**src/rtl/dbg_bit_pkg.sv**
```systemverilog
package dbg_bit_pkg;

    typedef enum logic [1:0] {
        ST_IDLE,
        ST_ARM,
        ST_TIME,
        ST_PULSE
    } eng_state_t;

    typedef enum logic [1:0] {
        BM_RECV,
        BM_SEND1,
        BM_SEND0
    } bit_mode_t;

    typedef struct packed {
        logic oe;
        logic lvl;
    } drive_t;

    function automatic int unsigned max3(input int unsigned a,
                                         input int unsigned b,
                                         input int unsigned c);
        int unsigned m;
        m = (a > b) ? a : b;
        return (m > c) ? m : c;
    endfunction

endpackage

```
**src/rtl/dbg_pin_sync.sv**
```systemverilog
module dbg_pin_sync #(
    parameter int unsigned STAGES = 2
) (
    input  logic clk,
    input  logic rst,
    input  logic pin_i,
    output logic level_o,
    output logic fall_o
);
    logic [STAGES-1:0] chain_q;
    logic              prev_q;

    genvar g;
    generate
        for (g = 0; g < STAGES; g++) begin : g_stage
            if (g == 0) begin : g_first
                always_ff @(posedge clk) begin
                    if (rst) chain_q[0] <= 1'b1;
                    else     chain_q[0] <= pin_i;
                end
            end else begin : g_next
                always_ff @(posedge clk) begin
                    if (rst) chain_q[g] <= 1'b1;
                    else     chain_q[g] <= chain_q[g-1];
                end
            end
        end
    endgenerate

    always_ff @(posedge clk) begin
        if (rst) prev_q <= 1'b1;
        else     prev_q <= level_o;
    end

    assign level_o = chain_q[STAGES-1];
    assign fall_o  = prev_q & ~level_o;
endmodule

```
**src/rtl/dbg_bit_timer.sv**
```systemverilog
module dbg_bit_timer #(
    parameter int unsigned CW = 4
) (
    input  logic          clk,
    input  logic          rst,
    input  logic          start_i,
    input  logic [CW-1:0] limit_i,
    output logic          hit_o
);
    logic [CW-1:0] cnt_q;

    assign hit_o = (cnt_q != '0) && (cnt_q == limit_i);

    always_ff @(posedge clk) begin
        if (rst)                cnt_q <= '0;
        else if (start_i)       cnt_q <= CW'(1);
        else if (hit_o)         cnt_q <= '0;
        else if (cnt_q != '0)   cnt_q <= cnt_q + CW'(1);
    end
endmodule

```
**src/rtl/dbg_bit_engine.sv**
```systemverilog
module dbg_bit_engine
    import dbg_bit_pkg::*;
#(
    parameter int unsigned SYNC_STAGES = 2,
    parameter int unsigned RX_WAIT     = 12,
    parameter int unsigned TX1_FLOAT   = 6,
    parameter int unsigned TX0_LOW     = 9
) (
    input  logic clk,
    input  logic rst,
    input  logic pin_i,
    output logic pin_o,
    output logic pin_oe_o,
    input  logic tx_bit_i,
    input  logic tx_valid_i,
    output logic tx_ready_o,
    input  logic rx_req_i,
    output logic rx_bit_o,
    output logic rx_valid_o
);
    localparam int unsigned MAXC = max3(RX_WAIT, TX1_FLOAT, TX0_LOW);
    localparam int unsigned CW   = $clog2(MAXC + 1);

    eng_state_t    st_q;
    bit_mode_t     mode_q;
    drive_t        drv_q;
    logic          rxv_q, rxb_q;
    logic          pin_s, pin_fall, start, hit;
    logic [CW-1:0] limit;

    dbg_pin_sync #(.STAGES(SYNC_STAGES)) u_sync (
        .clk(clk), .rst(rst), .pin_i(pin_i),
        .level_o(pin_s), .fall_o(pin_fall)
    );

    dbg_bit_timer #(.CW(CW)) u_tmr (
        .clk(clk), .rst(rst), .start_i(start),
        .limit_i(limit), .hit_o(hit)
    );

    assign start = (st_q == ST_ARM) && pin_fall;

    always_comb begin
        unique case (mode_q)
            BM_SEND1: limit = CW'(TX1_FLOAT);
            BM_SEND0: limit = CW'(TX0_LOW);
            default:  limit = CW'(RX_WAIT);
        endcase
    end

    always_ff @(posedge clk) begin
        if (rst) begin
            st_q   <= ST_IDLE;
            mode_q <= BM_RECV;
            drv_q  <= '0;
            rxv_q  <= 1'b0;
            rxb_q  <= 1'b0;
        end else begin
            rxv_q <= 1'b0;
            unique case (st_q)
                ST_IDLE: begin
                    if (tx_valid_i) begin
                        mode_q <= tx_bit_i ? BM_SEND1 : BM_SEND0;
                        st_q   <= ST_ARM;
                    end else if (rx_req_i) begin
                        mode_q <= BM_RECV;
                        st_q   <= ST_ARM;
                    end
                end
                ST_ARM: begin
                    if (pin_fall) begin
                        st_q <= ST_TIME;
                        if (mode_q == BM_SEND0) drv_q <= '{oe: 1'b1, lvl: 1'b0};
                    end
                end
                ST_TIME: begin
                    if (hit) begin
                        if (mode_q == BM_RECV) begin
                            rxv_q <= 1'b1;
                            rxb_q <= pin_s;
                            st_q  <= ST_IDLE;
                        end else begin
                            drv_q <= '{oe: 1'b1, lvl: 1'b1};
                            st_q  <= ST_PULSE;
                        end
                    end
                end
                ST_PULSE: begin
                    drv_q <= '0;
                    st_q  <= ST_IDLE;
                end
                default: st_q <= ST_IDLE;
            endcase
        end
    end

    assign pin_o      = drv_q.lvl;
    assign pin_oe_o   = drv_q.oe;
    assign tx_ready_o = (st_q == ST_IDLE);
    assign rx_bit_o   = rxb_q;
    assign rx_valid_o = rxv_q;
endmodule

```
**config.mk**
```make
export PLATFORM = sky130hd
export DESIGN_NAME = dbg_bit_engine
export DESIGN_NICKNAME = d
export VERILOG_FILES = /design/src/rtl/dbg_bit_pkg.sv /design/src/rtl/dbg_pin_sync.sv /design/src/rtl/dbg_bit_timer.sv /design/src/rtl/dbg_bit_engine.sv
export SDC_FILE = /design/constraint.sdc
export NUM_CORES = 1
export LEC_CHECK = 0
export ABC_AREA = 1
export BUFFER_PORTS_ARGS = -buffer_cell sky130_fd_sc_hd__buf_4
export CAP_MARGIN = 20
export CORE_MARGIN = 5
export CORE_UTILIZATION = 53
export DETAILED_ROUTE_END_ITERATION = 8
export GPL_ROUTABILITY_DRIVEN = 0
export HOLD_SLACK_MARGIN = 0.1
export PLACE_DENSITY = 0.85
export SLEW_MARGIN = 25
export SYNTH_ARGS = -nofsm -noshare
export SYNTH_HDL_FRONTEND = slang
export SYNTH_SLANG_ARGS = --single-unit
```
**constraint.sdc**
```tcl
create_clock -name clk -period 1.62 [get_ports clk]
set_clock_uncertainty 0.15 [all_clocks]
set_input_delay 0.324 -clock clk [delete_from_list [all_inputs] [get_ports clk]]
set_output_delay 0.324 -clock clk [all_outputs]
set_load 0.05 [all_outputs]
```
==> summary.md <==
| Metric | Value |
|---|---|
| M2 GR Usage | `24.5%` |
| Max-slew headroom | `84.7%` |
| Seq pwr share | `35.3%` |
| Layout cells sized above 1 | `22.4%` |
| Die Area | `2300 um^2` |
| Total number of vias | `732` |
| Syn Std Cell Area | `762 um^2` |
| Clock power frac | `15.2%` |
| Initial antenna violation count | `0` |
| Largest net degree at the start of global routing | `9` |
| Least-Margin Pin Slew | `0.227 ns` |
| Largest registers | `u_tmr.cnt_q: 4 flops, mode_q: 2 flops, st_q: 2 flops` |
| Num Clock Sinks | `15` |
| Max cap viols | `0` |
| Ant. Diodes | `0` |
| Fillers | `114` |
| Yosys top cell area share | `39.4%` |
| Crit-path slowest cell | `dfxtp_2` |
| Die W | `47.9 um` |
| Final #Nets | `134` |
| Post-detail-place hpwl | `1.10 mm` |
| Row cnt | `13` |
| Initial drt markers | `23` |
| R2r worst-path depth | `8` |
| First-pass GRT wire length | `2.37 mm` |
| Power consumption | `1.38 mW` |
| GRT Total Usage | `15.0%` |
| Worst-path cell chain | `inv_1 -> nand2_2 -> inv_2 -> buf_8` |
| Fmax | `640 MHz` |
| GR met1 Demand/Resource | `16.2%` |
| Area Growth Syn to Fin | `20.9%` |
| TritonCTS clock tree | `yes` |
| Count of final hold-check violations | `0` |
| Pre-Repair DR Iteration Count | `4` |
| Final setup violating endpoints | `0` |
| Top reg by flops | `u_tmr.cnt_q` |
| Max clock buf depth | `2` |
| Mapped Nets | `116` |
| Syn Area/Cell | `7.06 um^2` |
| Status | `finished clean` |
| Switching power | `601 uW` |
| Synth Instances | `108` |
| Type of element launching the critical path | `flop` |
| Initial core utilization | `57.1%` |
| CP max stage delay | `0.34 ns` |
| Routed Antenna Nets | `0` |
| Hold WC Path Type | `primary input to flop` |
| Int Power | `775 uW` |
| R2R Path Start | `u_tmr.cnt_q[0]` |
| Max H-tree Level | `1` |
| Hold path depth | `3` |
| Yosys cell types | `22` |
| Crit Path Max Fanout | `4` |
| Critical Path End Type | `primary output` |
| # DRC | `0` |
| Clock tree root driver cell | `clkbuf_4` |
| Pwr Density | `1490 nW/um^2` |
| Sequential area share after synthesis | `39.4%` |
| Clock Pin Slew Worst Setup and Hold Paths | `0.09 ns` |
| Biggest area consumer among synthesized cells | `dfxtp_1` |
| Post-synthesis register bit count | `15` |
| Unrepaired setup endpoints after global routing | `no` |
| IO Port Bufs | `10` |
| GR peak layer | `met2` |
| Slew Viols, Final | `0` |
| Die height | `47.9 um` |
| Global routing usage on met3 | `5.26%` |
| IO Count | `11` |
| Clock network latency to the later pin of the worst-skew pair | `0.28 ns` |
| Final WS setup | `0.0569 ns` |
| WP data arrival | `1.09 ns` |
| Combinational Power Share | `49.5%` |
| Tmin final | `1.56 ns` |
| Crit Path Category | `flop to primary output` |
| Max reg flops | `4` |
| Number of global-route vias before repair | `653` |
| Setup TNS after final layout | `0 ns` |
| Leakage | `0.453 nW` |
| Hold-critical path endpoint | `mode_q[1]` |
| Worst EP required | `1.15 ns` |
| Min-delay src | `tx_bit_i` |
| VDD IR max | `0.000843 V` |
| Grt ovf | `0` |
| Post-route clock period utilization | `96.5%` |
| Core area | `1330 um^2` |
| R2R setup slack | `0.23 ns` |
| Num CTS Buffers | `3` |
| R2r endpoint | `rx_bit_o` |
| Final wirelength | `1.48 mm` |
| Placement Setup Slack | `0.256 ns` |
| WL/cell | `10.6 um` |
| Routed vias/inst | `5.23` |
| Ys Warns | `0` |
| Top cells by area, synth | `dfxtp_1, nand2_1, inv_1` |
| Sw frac | `43.7%` |
## timing repair
action	4_1_cts	5_1_grt
buffers inserted	0	1
hold buffers	2	0
setup endpoints to repair	1	1
gates resized for setup	2	4
endpoints found under the hold margin	4	0
## per-stage QoR
stage | cells | util [%] | hold WS, ns | area, um^2
2_1_floorplan | 108 | - | 0.239 | 762
3_3_place_gp | 133 | 64.2 | 0.241 | 856
3_5_place_dp | 133 | 64.2 | 0.257 | 856
4_1_cts | 139 | 67.9 | 0.161 | 906
5_1_grt | 140 | 69.0 | 0.161 | 921
6_report | 140 | 69.0 | 0.164 | 921
## per-layer routing
| metal | share of wire [%] | vias to the layer above | wire length [um] |
|---|---|---|---|
| met5 | 0 | - | 0 |
| met4 | 1.9 | 0 | 28 |
| met3 | 7.2 | 4 | 107 |
| met2 | 47 | 21 | 692 |
| met1 | 44 | 331 | 653 |
| li1 | - | 376 | - |
## synth_stat cells
master and instances:
nand2_1 21, inv_1 20, dfxtp_1 15, nor2_1 12, a21oi_1 8, nand3_1 8, or2_2 3, ha_1 2
nand2_2 2, nand2_4 2, nand3b_1 2, nand4_1 2, o21ai_0 2, a31oi_1 1, inv_2 1, nand3_2 1
nor2_4 1, nor3_1 1, o21ai_1 1, o31ai_1 1, xnor2_1 1, xor2_1 1
## power groups by stage
stage          clock network (mW)  registers [mW]  logic [mW]
3_3_place_gp                    0           0.486       0.578
5_1_grt                     0.234           0.492       0.753
6_report                    0.209           0.485       0.681
4_1_cts                     0.217           0.482       0.610
2_1_floorplan                   0           0.525       0.421
3_5_place_dp                    0           0.488       0.587
## cells in the final DEF (no fill, tap or decap), drive strengths merged
master,count
nand2,25
buf,11
xor2,1
nor2,13
nand3b,2
ha,2
clkbuf,4
dlygate4sd3,2
o31ai,1
inv,21
o21ai,3
a31oi,1
nand3,9
or2,3
dfxtp,15
nand4,2
a21oi,8
nor3,1
xnor2,1
## critical path, delay by kind of cell, from the launching register on
| family | cells | cell delay [ns] |
|---|---|---|
| buffers and inverters | 3 | 0.37 |
| DFF | 1 | 0.34 |
| and+or+nand+nor | 1 | 0.09 |
## kinds of logic (layout without fill, tap and decap cells)
group	Yosys count	count (layout)	share of synthesized area, %
AND/OR/NAND/NOR	55	55	35.6
XOR/XNOR	2	2	2.30
flip-flops	15	15	39.4
buffers and inverters	21	38	10.3
adder cells (fa/ha/maj)	2	2	3.28
AO/OA/AOI/OAI	13	13	9.03
## area by class of cell
type / instances / area, um^2 / area share (%)
clock buffers: 4 / 26.3 / 2.85
inverters: 21 / 78.8 / 8.56
multi-input cells: 72 / 385 / 41.8
well taps: 15 / 18.8 / 2.04
flip-flops and latches: 15 / 302 / 32.7
repair buffers: 13 / 110 / 12.0
## worst max path at each step
stage	startpoint	endpoint	slack (ns)	cells after the start
after floorplan	st_q[1]	mode_q[1]	0.23	6
after global placement	st_q[1]	tx_ready_o	0.28	4
after detailed placement	u_tmr.cnt_q[1]	rx_bit_o	0.26	8
after CTS	st_q[0]	tx_ready_o	0.01	4
after global routing	st_q[0]	tx_ready_o	0.01	4
final	st_q[0]	tx_ready_o	0.06	4
(Power assumes the default switching activity.)
